File: config.mk
export PLATFORM = sky130hd
export DESIGN_NAME = prbs7_bist
export DESIGN_NICKNAME = d
export VERILOG_FILES = /design/src/rtl/prbs7_pkg.sv /design/src/rtl/prbs7_gen.sv /design/src/rtl/prbs7_chk.sv /design/src/rtl/prbs7_route.sv /design/src/rtl/prbs7_bist.sv
export SDC_FILE = /design/constraint.sdc
export NUM_CORES = 1
export LEC_CHECK = 0
export ABC_AREA = 1
export CAP_MARGIN = 20
export CORE_ASPECT_RATIO = 0.5
export CORE_MARGIN = 5
export CORE_UTILIZATION = 51
export CTS_BUF_LIST = sky130_fd_sc_hd__clkbuf_16
export DETAILED_ROUTE_END_ITERATION = 16
export HOLD_SLACK_MARGIN = 0.06
export PLACE_DENSITY = 0.77
export RECOVER_POWER = 50
export SYNTH_ARGS = -nofsm -noshare
export SYNTH_HDL_FRONTEND = slang
export SYNTH_SLANG_ARGS = --single-unit
File: constraint.sdc
create_clock -name clk -period 11.7 [get_ports clk]
set_input_delay 2.34 -clock clk [delete_from_list [all_inputs] [get_ports clk]]
set_output_delay 2.34 -clock clk [all_outputs]
set_load 0.02 [all_outputs]
File: src/rtl/prbs7_pkg.sv
// Shared definitions for the PRBS7 self-test pair.
// Assumes polynomial x^7 + x^6 + 1; history bit 0 is the newest bit.
package prbs7_pkg;
    localparam int PRBS_ORDER = 7;
    typedef logic [PRBS_ORDER-1:0] prbs_hist_t;

    // Next bit predicted from a seven-bit history.
    function automatic logic prbs_next(input prbs_hist_t h);
        return h[6] ^ h[5];
    endfunction
endpackage

File: src/rtl/prbs7_gen.sv
// PRBS7 word generator: emits W sequence bits per cycle, bit 0 first.
// Holds the seed while reset is low or run is low, so every enable restarts it.
module prbs7_gen
    import prbs7_pkg::*;
#(
    parameter int         W    = 10,
    parameter prbs_hist_t SEED = 7'h7F
) (
    input  logic         clk,
    input  logic         rst_n,
    input  logic         run,
    output logic [W-1:0] word_o
);
    prbs_hist_t hist_q;
    prbs_hist_t hist_n;

    // Unroll W sequence steps from the current history.
    always_comb begin
        prbs_hist_t h;
        logic       b;
        h      = hist_q;
        word_o = '0;
        for (int i = 0; i < W; i++) begin
            b         = prbs_next(h);
            word_o[i] = b;
            h         = {h[PRBS_ORDER-2:0], b};
        end
        hist_n = h;
    end

    // Advance the history one word per cycle while running.
    always_ff @(posedge clk) begin
        if (!rst_n || !run) hist_q <= SEED;
        else                hist_q <= hist_n;
    end
endmodule

File: src/rtl/prbs7_chk.sv
// Self-synchronising PRBS7 checker. The first seven received bits seed the
// history; each later bit is compared with the prediction and then shifted in.
// Assumes the received word arrives with bit 0 earliest.
module prbs7_chk
    import prbs7_pkg::*;
#(
    parameter int W = 10
) (
    input  logic         clk,
    input  logic         rst_n,
    input  logic         run,
    input  logic         restart,
    input  logic [W-1:0] word_i,
    output logic         locked_o,
    output logic         pass_o
);
    localparam int             CW   = $clog2(PRBS_ORDER + 1);
    localparam logic [CW-1:0]  FULL = CW'(PRBS_ORDER);

    prbs_hist_t    hist_q, hist_n;
    logic [CW-1:0] fill_q, fill_n;
    logic          err_q, bad;

    // Walk the word bit by bit: fill the history first, then compare.
    always_comb begin
        prbs_hist_t    h;
        logic [CW-1:0] c;
        h   = hist_q;
        c   = fill_q;
        bad = 1'b0;
        for (int i = 0; i < W; i++) begin
            if (c == FULL) begin
                if (prbs_next(h) != word_i[i]) bad = 1'b1;
            end else begin
                c = c + 1'b1;
            end
            h = {h[PRBS_ORDER-2:0], word_i[i]};
        end
        hist_n = h;
        fill_n = c;
    end

    // Hold lock state and the sticky error; drop both when idle or cleared.
    always_ff @(posedge clk) begin
        if (!rst_n || !run || restart) begin
            hist_q <= '0;
            fill_q <= '0;
            err_q  <= 1'b0;
        end else begin
            hist_q <= hist_n;
            fill_q <= fill_n;
            err_q  <= err_q | bad;
        end
    end

    assign locked_o = (fill_q == FULL);
    assign pass_o   = locked_o && !err_q;
endmodule

File: src/rtl/prbs7_route.sv
// Path selection around the self-test pair: transmit word choice, loopback
// source for the checker, driver enable, and the shared K/pass output.
module prbs7_route #(
    parameter int W = 10
) (
    input  logic         test_en,
    input  logic         loop_sel,
    input  logic [W-1:0] enc_word,
    input  logic [W-1:0] gen_word,
    input  logic [W-1:0] line_word,
    input  logic         klo_in,
    input  logic         pass_in,
    output logic [W-1:0] ser_word,
    output logic [W-1:0] chk_word,
    output logic         drv_en,
    output logic         klo_out
);
    // Choose the serializer word, then the checker source from it.
    always_comb begin
        ser_word = test_en  ? gen_word : enc_word;
        chk_word = loop_sel ? ser_word : line_word;
        drv_en   = !loop_sel;
        klo_out  = test_en  ? pass_in  : klo_in;
    end
endmodule

File: src/rtl/prbs7_bist.sv
// Top of the PRBS7 self-test pair: generator, checker and path routing.
// Assumes W >= PRBS order so one word seeds the checker.
module prbs7_bist
    import prbs7_pkg::*;
#(
    parameter int         W    = 10,
    parameter prbs_hist_t SEED = 7'h7F
) (
    input  logic         clk,
    input  logic         rst_n,
    input  logic         test_en,
    input  logic         loop_sel,
    input  logic         err_clr,
    input  logic [W-1:0] tx_enc_i,
    output logic [W-1:0] tx_ser_o,
    output logic         tx_oe_o,
    input  logic [W-1:0] rx_line_i,
    input  logic         rx_klo_i,
    output logic         rx_klo_o
);
    logic [W-1:0] gen_word;
    logic [W-1:0] chk_word;
    logic         chk_locked;
    logic         chk_pass;

    prbs7_gen #(.W(W), .SEED(SEED)) u_gen (
        .clk(clk), .rst_n(rst_n), .run(test_en), .word_o(gen_word)
    );

    prbs7_chk #(.W(W)) u_chk (
        .clk(clk), .rst_n(rst_n), .run(test_en), .restart(err_clr),
        .word_i(chk_word), .locked_o(chk_locked), .pass_o(chk_pass)
    );

    prbs7_route #(.W(W)) u_route (
        .test_en(test_en), .loop_sel(loop_sel),
        .enc_word(tx_enc_i), .gen_word(gen_word), .line_word(rx_line_i),
        .klo_in(rx_klo_i), .pass_in(chk_pass),
        .ser_word(tx_ser_o), .chk_word(chk_word),
        .drv_en(tx_oe_o), .klo_out(rx_klo_o)
    );
endmodule

## Word level (Yosys, flattened, before mapping)

Index checks and enable logic that the tools add are counted.

- Equality and inequality tests: 20
- Bitwise logic cells: 21
- Divide/modulo/power cells: 0
- Shift operators: 0
- $add $sub $neg: 10
- Multipliers: 0
- Muxes and demuxes: 33
- Magnitude comparators: 0
- Reduce and logical (&&, ||, !) cells: 7

Operators by type and width:

| operator | number |
|---|---|
| 3-bit by 1-bit adder with 3-bit output, second input constant | 10 |
| 3-bit == test, second input constant | 10 |
| 3-bit two-way mux | 10 |
| 1-bit two-way mux | 21 |
| 10-bit two-way mux | 2 |
| 1-bit bitwise XOR | 20 |
| 1-bit != test | 10 |
| 1-bit zero test | 4 |
| 1-bit logical OR | 2 |
| 1-bit logical AND | 1 |
| 1-bit bitwise OR | 1 |

- Register bits: 18
- Output and inout port bits: 12
- Memory bits (writable): 0
- Bits in latches: 0
- Word-level logic and storage cells: 95
- Memories: 0
- ROM bits: 0
- Input bits: 26

## Depth between registers and ports, before layout

Gate-level depths: netlist of the first run.

- Depth in word-level cells: 26
- Depth in mapped cells: 29
- Gate-level depth less buffers: 29

## Modules after synthesis

From an unflattened synthesis of the first run, not the netlist that was laid out.

- Cells, all modules: 300
- Area, all modules: 1819.2 µm²

Modules (own cells, without submodules):

| module | cells an instance | area each (µm²) | sequential area each (µm²) | times used |
|---|---|---|---|---|
| prbs7_chk | 153 | 1076.0 | 220.2 | 1 |
| prbs7_route | 89 | 385.4 | 0.0 | 1 |
| prbs7_gen | 58 | 357.8 | 140.1 | 1 |

## Worst setup path after synthesis of the first run

OpenSTA, ideal clock, no wires.

- Kind: in2out
- Start: in test_en
- End: out rx_klo_o
- Stages: 3
- Arrival: 3089 ps
- Path slack: 6271 ps
- Required time: 9360 ps
- Path through: inv_2 buf_2 o31ai_1

- Word-level cells in the longest chain between the ends: 1

RTL lines:

| what | RTL line | text |
|---|---|---|
| start: declaration | prbs7_bist.sv:11 | `input logic test_en,` |
| 1-bit two-way mux | prbs7_route.sv:23 | `klo_out = test_en ? pass_in : klo_in;` |
| end: declaration | prbs7_bist.sv:19 | `output logic rx_klo_o` |

No other way between the ends.

## Final worst setup path of the first run

- Start: in test_en
- End: out tx_ser_o[9]

- Word-level cells in the longest chain between the ends: 1

RTL lines:

| what | RTL line | text |
|---|---|---|
| 10-bit two-way mux | prbs7_route.sv:20 | `ser_word = test_en ? gen_word : enc_word;` |
| end: declaration | prbs7_bist.sv:15 | `output logic [W-1:0] tx_ser_o,` |

No other way between the ends.

==> flow_summary_export.csv, run 1 <==
group,metric,value,unit
outcome,run_status,"completed",
yosys,yosysSeqAreaShare,21.3,%
sta,fin_crit,6.62,ns
floorplan,initial_standard_cell_utilization_of_the_core,54.8,%
final_layout,num_antenna_cells,0,
sta,timing.clock.skew,0.00138,ns
yosys,syn_area_per_cell,6.04,µm²
placement,io_buffers,37,
final_layout,final_nets,349,
global_route,grt_overflow_total,0,
global_route,global_route_wire_length_before_repair,7140,µm
drt,drt-pass1-iter-count,4,
global_route,number_of_antenna_violations_at_the_first_check_in_global_routing,0,
sta,setup-tns-final,0,ns
floorplan,fp.dieW,91.4,µm
floorplan,die-height,50.7,µm
drt,dr_total_vias,1778,
worst_setup_path,setup.reg_to_reg.worst_slack,7.57,ns
worst_setup_path,worstPathArrival,4.28,ns
sta,timing.slew.headroom,59.7,%
drt,post-route-drc-count,0,
placement,detailedPlacementHpwl,3710,µm
global_route,grt_max_degree,19,
placement,place_congestion,0.811,
worst_setup_path,criticalPathCategory,"in -> out",
min_path,hold_path_end,"u_gen.hist_q[4]",
worst_setup_path,buffers_plus_inverters_on_the_worst_setup_path,3,
final_layout,final_cell_area,2160,µm²
worst_setup_path,critical-path-top-delay-family,"buffers and inverters",
sta,rsz_0062_raised_after_global_routing,"no",
power_and_ir_drop,max-vdd-ir-drop,0.135,mV
final_layout,final_layout_size_suffix_gt1_share,11.4,%
drt,drt-vias-per-instance,4.99,
sta,max_slew.worst_pin.slew,0.603,ns
drt,wl_per_cell,12.2,µm
drt,route.final.wire_length,4350,µm
sta,finalHoldViolCount,0,
global_route,first_global_vias,1579,
floorplan,die-area,4640,µm²
cts,tritoncts.num_buffers,3,
worst_setup_path,cp.required,9.36,ns
cts,clkLatencyLatePin,0.25,ns
worst_setup_path,crit_startpoint,"test_en",
cts,cts_root_buffer,"sky130_fd_sc_hd__clkbuf_16",
cts,postCtsHoldBufs,0,
worst_setup_path,crit_path_end_kind,"output pin",
power_and_ir_drop,power.share.combinational,63.5,%
placement,place_worst_setup_slack,5.15,ns
cts,cts_resized,0,
min_path,worstHoldStart,"u_gen.hist_q[0]",
cts,tritoncts_num_sinks,18,
sta,fmaxAchievable,151,MHz
drt,first_iter_violations,84,
run,drv.max_cap_violation_count,0,
sta,layout_setup_ws,5.08,ns
yosys,syn_inst,280,
worst_setup_path,worst_r2r_startpoint,"u_chk.fill_q[0]",
cts,post_cts_setup_buffers,0,
cts,clock_pin_slew_of_the_registers_on_the_worst_case_setup_and_hold_paths,0.05,ns
worst_setup_path,reg_to_reg_endpoint,"u_chk.err_q",
floorplan,fp.coreArea,3080,µm²
worst_setup_path,worst-path-max-fanout,16,
worst_setup_path,timing.critical_path.slowest_cell_delay,0.84,ns
worst_setup_path,cp-start-kind,"input pin",
worst_setup_path,cp_slowest_cell,"sky130_fd_sc_hd__dlygate4sd3_1",
global_route,track_usage,18.9,%
min_path,hold_class,"reg -> reg",
drt,detail-route-antenna-nets,0,
final_layout,flow.area_growth_from_synthesis,28.1,%
yosys,yosys_register_bits,18,
yosys,ys_types,33,
power_and_ir_drop,power_switching_share,45.5,%
final_layout,commonest_non_fill_non_tap_cell_in_the_layout,"sky130_fd_sc_hd__nand2_1",
yosys,netlist_area,1690,µm²
floorplan,floorplan.io_pins,38,
power_and_ir_drop,share_seq_of_total_power,18.8,%
power_and_ir_drop,power_frac_clock,17.7,%
placement,dpl_cell_area,2090,µm²
sta,final_min_period_over_clock_period,56.6,%
yosys,synth.net_count,311,
power_and_ir_drop,power_consumption,385,µW
sta,setup_viol,0,
final_layout,mostFrequentLayoutCells,"sky130_fd_sc_hd__nand2_1, sky130_fd_sc_hd__inv_1, sky130_fd_sc_hd__clkdlybuf4s50_1",
floorplan,rows,14,
cts,ctsLongestPathBuffers,2,
power_and_ir_drop,p_leak,0.00110,µW
min_path,worst_hold_path.num_cells,2,
cts,clock_tree.htree_level_count,1,
sta,final-max-slew-violation-count,0,
cts,tritoncts_clock_tree,"done",
worst_setup_path,worstPathCellList,"dlygate4sd3_1 > inv_2 > o21ai_0 > clkdlybuf4s50_1",
power_and_ir_drop,switchingPower,175,µW
power_and_ir_drop,power_report.internal_total,210,µW
yosys,synth-warning-count,0,
power_and_ir_drop,powerDensity,178,nW/µm²
worst_setup_path,depth_of_the_most_critical_reg_to_reg_path,27,
routing by layer:
layer / part of all wire, % / wire length (µm) / GRT usage, % / vias to the layer above
li1: - / - / - / 955
met5: 0 / 0 / 0 / -
met2: 46 / 1990 / 32.5 / 48
met4: 0.18 / 8 / 1.71 / 0
met1: 47 / 2070 / 25.8 / 773
met3: 6.5 / 285 / 3.28 / 2
sequential cells by signal, summed over array words and instances, names as in the netlist:
register      flops
u_chk.hist_q      7
u_gen.hist_q      7
u_chk.fill_q      3
u_chk.err_q       1
how the worst max path moves through the flow:
stage / slack [ns] / cells after the start / endpoint
3_3_place_gp: 5.19 / 4 / rx_klo_o
4_1_cts: 5.16 / 4 / tx_ser_o[8]
6_report: 5.08 / 4 / tx_ser_o[9]
5_1_grt: 4.94 / 4 / tx_ser_o[9]
2_1_floorplan: 6.27 / 3 / rx_klo_o
3_5_place_dp: 5.15 / 4 / rx_klo_o
power by group through the flow:
stage / logic (µW) / registers [µW] / clock network, µW
floorplan: 193 / 72.1 / 0
global placement: 237 / 73.5 / 0
detailed placement: 246 / 73.7 / 0
CTS: 246 / 72.4 / 68.3
global route: 280 / 73.2 / 71.3
finish: 244 / 72.5 / 68.2
synth_stat cells:
cell type | number | area [µm²]
sky130_fd_sc_hd__a21boi_0 | 1 | 7.51
sky130_fd_sc_hd__xor2_1 | 13 | 114
sky130_fd_sc_hd__xnor2_1 | 3 | 26.3
sky130_fd_sc_hd__clkbuf_1 | 1 | 3.75
sky130_fd_sc_hd__nor2_1 | 15 | 56.3
sky130_fd_sc_hd__a31oi_2 | 1 | 12.5
sky130_fd_sc_hd__and2_1 | 1 | 6.26
sky130_fd_sc_hd__o21ai_2 | 1 | 8.76
sky130_fd_sc_hd__a21oi_1 | 3 | 15.0
sky130_fd_sc_hd__a31oi_1 | 1 | 6.26
sky130_fd_sc_hd__o21ai_0 | 5 | 25.0
sky130_fd_sc_hd__nor2_4 | 2 | 22.5
sky130_fd_sc_hd__nand3_1 | 26 | 130
sky130_fd_sc_hd__nand2_2 | 5 | 31.3
sky130_fd_sc_hd__nand4_1 | 5 | 31.3
sky130_fd_sc_hd__buf_4 | 1 | 7.51
sky130_fd_sc_hd__o31ai_1 | 1 | 7.51
sky130_fd_sc_hd__o211ai_2 | 1 | 12.5
sky130_fd_sc_hd__inv_1 | 40 | 150
sky130_fd_sc_hd__dfxtp_1 | 18 | 360
sky130_fd_sc_hd__nand2_1 | 95 | 357
sky130_fd_sc_hd__nand2_4 | 1 | 11.3
sky130_fd_sc_hd__buf_2 | 2 | 10.0
sky130_fd_sc_hd__ha_1 | 5 | 62.6
sky130_fd_sc_hd__a21oi_2 | 1 | 8.76
sky130_fd_sc_hd__or2_2 | 11 | 68.8
sky130_fd_sc_hd__nor2_2 | 2 | 12.5
sky130_fd_sc_hd__nand3_2 | 4 | 40.0
sky130_fd_sc_hd__inv_2 | 4 | 15.0
sky130_fd_sc_hd__o211ai_1 | 2 | 15.0
sky130_fd_sc_hd__nand3b_1 | 3 | 22.5
sky130_fd_sc_hd__o21ai_1 | 5 | 25.0
sky130_fd_sc_hd__o21bai_1 | 1 | 7.51
worst min-delay path, stage by stage (launching register included):
cell and delay [ns]:
sky130_fd_sc_hd__dfxtp_1 0.32, sky130_fd_sc_hd__nand2_1 0.09, sky130_fd_sc_hd__nand3_1 0.07
area by class of cell:
type / instances / area (µm²)
Sequential cell: 18 / 360
Tap cell: 40 / 50.0
Clock buffer: 3 / 75.1
Timing Repair Buffer: 37 / 370
Fill cell: 293 / 918
Multi-Input combinational cell: 214 / 1140
Inverter: 44 / 165
per-stage QoR:
step / std cells / util [%] / hold WS [ns]
4_1_cts: 356 / 70.2 / 0.528
5_1_grt: 356 / 70.2 / 0.579
2_1_floorplan: 280 / - / 0.482
3_3_place_gp: 353 / 67.8 / 0.515
6_report: 356 / 70.2 / 0.529
3_5_place_dp: 353 / 67.8 / 0.509
cells by family (layout without fill, tap and decap cells):
group	Yosys count	in the layout	synth area share [%]
AOI/OAI and AO/OA	23	23	8.96
xor gates and xnor gates	16	16	8.29
and+or+nand+nor	170	170	46.7
DFF	18	18	21.3
buffers and inverters	48	84	11.0
adders and majority gates	5	5	3.70
No activity file was read; power rests on OpenSTA's default activity.
==> run 2: changes to the inputs <==
Settings changed: CORE_UTILIZATION 51 to 46, PLACE_DENSITY 0.77 to 0.73.
Clock period 11.7 ns to 5.5 ns, I/O delays scaled along.
==> run 2 against run 1 <==
Compared with the run above: sequential power is 110% higher; design area is 0.81% higher; sequential cell count stayed put; largest cell class unchanged; largest power group unchanged.
==> flow_summary_export.csv, run 2 (synthesized netlist as in run 1, its figures left out) <==
group,metric,value,unit
cts,cts_resized,0,
drt,wl_met2,2030,µm
cts,clock_pin_slew_of_the_registers_on_the_worst_case_setup_and_hold_paths,0.05,ns
sta,setup-tns-final,0,ns
cts,tritoncts.num_buffers,3,
final_layout,flow.area_growth_from_synthesis,29.1,%
sta,layout_setup_ws,1.31,ns
worst_setup_path,cp-start-kind,"input pin",
global_route,first_global_vias,1678,
floorplan,floorplan.io_pins,38,
worst_setup_path,worst-path-max-fanout,16,
final_layout,num_antenna_cells,0,
cts,tritoncts_clock_tree,"done",
global_route,grt_max_degree,19,
sta,final-max-slew-violation-count,0,
power_and_ir_drop,max-vdd-ir-drop,0.189,mV
final_layout,final_nets,349,
worst_setup_path,cp.required,4.40,ns
global_route,global_route_wire_length_before_repair,7380,µm
placement,place_worst_setup_slack,1.35,ns
power_and_ir_drop,p_leak,0.00110,µW
placement,place_congestion,0.883,
sta,timing.clock.skew,0.00348,ns
worst_setup_path,criticalPathCategory,"in -> out",
sta,rsz_0062_raised_after_global_routing,"no",
cts,cts_root_buffer,"sky130_fd_sc_hd__clkbuf_16",
global_route,grt_overflow_total,0,
final_layout,commonest_non_fill_non_tap_cell_in_the_layout,"sky130_fd_sc_hd__nand2_1",
final_layout,final_layout_size_suffix_gt1_share,11.4,%
drt,drt-vias-per-instance,4.85,
cts,clock_tree.htree_level_count,1,
floorplan,fp.dieW,95.7,µm
floorplan,die-height,52.9,µm
drt,drt-pass1-iter-count,4,
drt,wl_met1,2150,µm
outcome,run_status,"completed",
floorplan,initial_standard_cell_utilization_of_the_core,48.4,%
drt,route.final.wire_length,4370,µm
sta,timing.slew.headroom,62.0,%
sta,max_slew.worst_pin.slew,0.568,ns
drt,first_iter_violations,63,
sta,fmaxAchievable,239,MHz
global_route,track_usage,18.6,%
drt,met3_length,148,µm
placement,io_buffers,37,
sta,fin_crit,4.19,ns
run,drv.max_cap_violation_count,0,
drt,topRoutingLayerUsed,"met4",
final_layout,mostFrequentLayoutCells,"sky130_fd_sc_hd__nand2_1, sky130_fd_sc_hd__inv_1, sky130_fd_sc_hd__clkdlybuf4s50_1",
drt,dr_total_vias,1785,
floorplan,die-area,5060,µm²
drt,detail-route-antenna-nets,0,
floorplan,rows,15,
power_and_ir_drop,powerDensity,377,nW/µm²
placement,detailedPlacementHpwl,3670,µm
global_route,number_of_antenna_violations_at_the_first_check_in_global_routing,0,
min_path,hold_class,"reg -> reg",
cts,clkLatencyLatePin,0.25,ns
final_layout,fillerInstances,358,
sta,setup_viol,0,
sta,final_min_period_over_clock_period,76.2,%
sta,finalHoldViolCount,0,
cts,tritoncts_num_sinks,18,
worst_setup_path,worstPathArrival,3.09,ns
cts,post_cts_setup_buffers,0,
cts,postCtsHoldBufs,0,
drt,wl_per_cell,11.9,µm
final_layout,largest_registers,"u_chk.hist_q: 7 flops, u_gen.hist_q: 7 flops, u_chk.fill_q: 3 flops",
worst_setup_path,crit_path_end_kind,"output pin",
cts,ctsLongestPathBuffers,2,
drt,post-route-drc-count,0,
floorplan,fp.coreArea,3490,µm²
-- run 2: cell types whose count changed in the layout (fill, tap and decap cells not counted), sizes merged --
| cell | delta |
|---|---|
| clkinv | +1 |
-- run 2: worst paths after layout --
kind	start	endpoint	slack, ns	depth (start not counted)
worst max-delay path	test_en	tx_ser_o[9]	1.31	4
worst max register to register	u_chk.fill_q[0]	u_chk.err_q	1.34	27
worst min-delay path	u_gen.hist_q[0]	u_gen.hist_q[4]	0.53	2
worst min register to register	u_gen.hist_q[0]	u_gen.hist_q[4]	0.53	2
-- run 2: worst max-delay path, cell delays in order --
cell and delay [ns]:
sky130_fd_sc_hd__dlygate4sd3_1 0.86, sky130_fd_sc_hd__inv_2 0.20, sky130_fd_sc_hd__o21ai_0 0.28, sky130_fd_sc_hd__clkdlybuf4s50_1 0.65
-- run 2: metrics by stage --
step,power [µW],utilization (%),std cells,hold WS (ns),instance area [µm²]
after floorplan,565,-,280,0.482,1690
after global placement,662,60.3,364,0.512,2100
after detailed placement,677,60.3,364,0.517,2100
after CTS,829,62.5,368,0.532,2180
after global routing,907,62.5,368,0.545,2180
final,823,62.5,368,0.534,2180
-- run 2: cell type report --
type | count | area [µm²] | share of cell area [%]
Clock buffer | 3 | 75.1 | 3.44
Clock inverter | 1 | 3.75 | 0.172
Inverter | 44 | 165 | 7.57
Multi-Input combinational cell | 214 | 1140 | 52.4
Sequential cell | 18 | 360 | 16.5
Tap cell | 51 | 63.8 | 2.92
Timing Repair Buffer | 37 | 370 | 17.0
-- run 2: routing by layer --
metal / vias to the layer above / global-route usage [%]
li1: 954 / -
met5: - / 0
met1: 794 / 23.3
met4: 0 / 3.54
met3: 4 / 4.12
met2: 33 / 33.3
-- run 2: where the power goes --
group	switching (µW)	total, µW	internal [µW]
Sequential	12.1	154	142
Combinational	312	521	209
Clock	51.3	148	96.7
==> run 3: changes to the inputs <==
Settings changed: CORE_UTILIZATION 46 to 51, PLACE_DENSITY 0.73 to 0.77.
Clock period 5.5 ns to 4.3 ns, I/O delays scaled along.
==> run 3 against run 2 <==
Compared with the run above: sequential share of layout area down 0.056 points; combinational power increased by 29%; power increased by 29%; first-iteration DRC count is 38% higher; clock-buffer cell count did not move; routed wire length decreased by 0.30%; via count rose by 1.7%; register-to-register slack got worse by 0.92 ns; cell count decreased by 2.4%; clock skew shrank 0.00081 ns; core utilization rose by 8.8 points; largest cell class unchanged.
==> flow_summary_export.csv, run 3 (synthesized netlist as in run 1, its figures left out) <==
group,metric,value,unit
outcome,run_status,"completed",
min_path,hold_class,"reg -> reg",
final_layout,final_layout_size_suffix_gt1_share,12.2,%
cts,tritoncts_clock_tree,"done",
worst_setup_path,criticalPathCategory,"reg -> reg",
sta,final_min_period_over_clock_period,90.3,%
final_layout,num_antenna_cells,0,
drt,dr_total_vias,1815,
sta,fmaxAchievable,258,MHz
global_route,global_route_wire_length_before_repair,7290,µm
final_layout,commonest_non_fill_non_tap_cell_in_the_layout,"sky130_fd_sc_hd__nand2_1",
worst_setup_path,crit_path_end_kind,"register",
worst_setup_path,cp-start-kind,"register",
drt,drt-vias-per-instance,5.06,
final_layout,fillerInstances,286,
power_and_ir_drop,p_leak,0.00111,µW
final_layout,fin_cells,359,
worst_setup_path,setup.reg_to_reg.worst_slack,0.42,ns
sta,setup_viol,0,
drt,drt-pass1-iter-count,4,
cts,ctsLongestPathBuffers,2,
sta,max_slew.worst_pin.slew,0.533,ns
sta,final-max-slew-violation-count,0,
cts,clock_tree.htree_level_count,1,
placement,io_buffers,37,
final_layout,largest_registers,"u_chk.hist_q: 7 flops, u_gen.hist_q: 7 flops, u_chk.fill_q: 3 flops",
min_path,worstHoldStart,"u_gen.hist_q[0]",
drt,detail-route-antenna-nets,0,
drt,route.final.wire_length,4350,µm
floorplan,rows,14,
global_route,number_of_antenna_violations_at_the_first_check_in_global_routing,0,
final_layout,final_nets,351,
worst_setup_path,reg_to_reg_endpoint,"u_chk.fill_q[1]",
worst_setup_path,cp.required,4.45,ns
sta,rsz_0062_raised_after_global_routing,"no",
power_and_ir_drop,max-vdd-ir-drop,0.420,mV
drt,wl_per_cell,12.1,µm
worst_setup_path,worst-path-max-fanout,6,
power_and_ir_drop,powerDensity,483,nW/µm²
cts,tritoncts.num_buffers,3,
drt,post-route-drc-count,0,
floorplan,die-height,50.7,µm
final_layout,flow.area_growth_from_synthesis,30.0,%
cts,tritoncts_num_sinks,18,
global_route,first_global_vias,1671,
cts,cts_resized,0,
power_and_ir_drop,power_consumption,1060,µW
sta,timing.slew.headroom,64.1,%
worst_setup_path,worst_r2r_startpoint,"u_chk.fill_q[1]",
global_route,grt_overflow_total,0,
floorplan,fp.dieW,91.4,µm
cts,cts_root_buffer,"sky130_fd_sc_hd__clkbuf_16",
cts,postCtsHoldBufs,0,
cts,post_cts_setup_buffers,0,
global_route,track_usage,19.1,%
cts,clkLatencyLatePin,0.25,ns
placement,detailedPlacementHpwl,3590,µm
floorplan,floorplan.io_pins,38,
sta,finalHoldViolCount,0,
worst_setup_path,worstPathArrival,4.03,ns
placement,placed_cells_incl_taps,355,
worst_setup_path,depth_of_the_most_critical_reg_to_reg_path,27,
floorplan,initial_standard_cell_utilization_of_the_core,54.8,%
sta,fin_crit,3.88,ns
min_path,hold_path_end,"u_gen.hist_q[3]",
run,drv.max_cap_violation_count,0,
placement,place_congestion,0.900,
final_layout,mostFrequentLayoutCells,"sky130_fd_sc_hd__nand2_1, sky130_fd_sc_hd__inv_1, sky130_fd_sc_hd__clkdlybuf4s50_1",
cts,clock_pin_slew_of_the_registers_on_the_worst_case_setup_and_hold_paths,0.05,ns
floorplan,fp.coreArea,3080,µm²
floorplan,die-area,4640,µm²
global_route,grt_max_degree,19,
sta,setup-tns-final,0,ns
sta,timing.clock.skew,0.00267,ns
drt,first_iter_violations,87,
min_path,worst_hold_path.num_cells,2,
## run 3: changes by cell type in the layout (fill, tap and decap cells not counted), sizes merged
cell / previous run / this run
buf: 0 / 2
## run 3: cell type report
| cell class | instances | area, µm² | share of cell area (%) |
|---|---|---|---|
| Clock buffer | 3 | 75.1 | 3.42 |
| Clock inverter | 1 | 3.75 | 0.171 |
| Inverter | 44 | 165 | 7.52 |
| Multi-Input combinational cell | 214 | 1160 | 52.6 |
| Sequential cell | 18 | 362 | 16.5 |
| Tap cell | 40 | 50.0 | 2.28 |
| Timing Repair Buffer | 39 | 385 | 17.5 |
## run 3: power by group
group	internal (µW)	total, µW	switching, µW
Clock	124	188	64.4
Sequential	182	200	18.2
Combinational	274	674	400
## run 3: how the worst max path moves through the flow
stage               startpoint               to  cells after the start
6_report       u_chk.fill_q[1]  u_chk.fill_q[1]                     27
5_1_grt        u_chk.fill_q[1]  u_chk.fill_q[1]                     27
4_1_cts        u_chk.fill_q[0]  u_chk.fill_q[1]                     27
2_1_floorplan  u_chk.fill_q[0]  u_chk.fill_q[1]                     27
3_3_place_gp   u_chk.fill_q[0]  u_chk.fill_q[1]                     27
3_5_place_dp   u_chk.fill_q[0]  u_chk.fill_q[1]                     27
## run 3: worst max-delay path, cell delays in order (launching register included)
cell and delay (ns):
sky130_fd_sc_hd__dfxtp_1 0.41, sky130_fd_sc_hd__ha_4 0.20, sky130_fd_sc_hd__nand2_2 0.10, sky130_fd_sc_hd__nand2_2 0.08, sky130_fd_sc_hd__nand2_2 0.07, sky130_fd_sc_hd__inv_1 0.06, sky130_fd_sc_hd__ha_1 0.22, sky130_fd_sc_hd__inv_1 0.10
sky130_fd_sc_hd__nor2_2 0.19, sky130_fd_sc_hd__xor2_1 0.18, sky130_fd_sc_hd__ha_1 0.17, sky130_fd_sc_hd__inv_1 0.06, sky130_fd_sc_hd__a21oi_2 0.18, sky130_fd_sc_hd__inv_1 0.08, sky130_fd_sc_hd__nand2_1 0.06, sky130_fd_sc_hd__nand2_1 0.05
sky130_fd_sc_hd__nand2_1 0.09, sky130_fd_sc_hd__nand2_1 0.06, sky130_fd_sc_hd__ha_1 0.27, sky130_fd_sc_hd__or2_2 0.31, sky130_fd_sc_hd__and2_1 0.16, sky130_fd_sc_hd__ha_1 0.28, sky130_fd_sc_hd__nand2_1 0.08, sky130_fd_sc_hd__nand3_1 0.10
sky130_fd_sc_hd__nand3_1 0.09, sky130_fd_sc_hd__nand2_1 0.05, sky130_fd_sc_hd__nand2_1 0.05, sky130_fd_sc_hd__inv_1 0.03
## run 3: per-stage QoR
step	instance area [µm²]	utilization (%)	hold slack, ns	worst slack (ns)
2_1_floorplan	1690	-	0.482	0.590
3_3_place_gp	2100	68.3	0.518	0.457
3_5_place_dp	2100	68.3	0.530	0.239
4_1_cts	2180	70.8	0.539	0.226
5_1_grt	2200	71.3	0.570	0.0370
6_report	2200	71.3	0.537	0.419
## run 3: per-layer routing
| metal | GRT usage [%] | wire, µm | part of all wire, % |
|---|---|---|---|
| met1 | 24.4 | 2050 | 47 |
| met5 | 0 | 0 | 0 |
| met4 | 2.20 | 21 | 0.48 |
| met2 | 33.5 | 2000 | 46 |
| met3 | 5.22 | 279 | 6.4 |
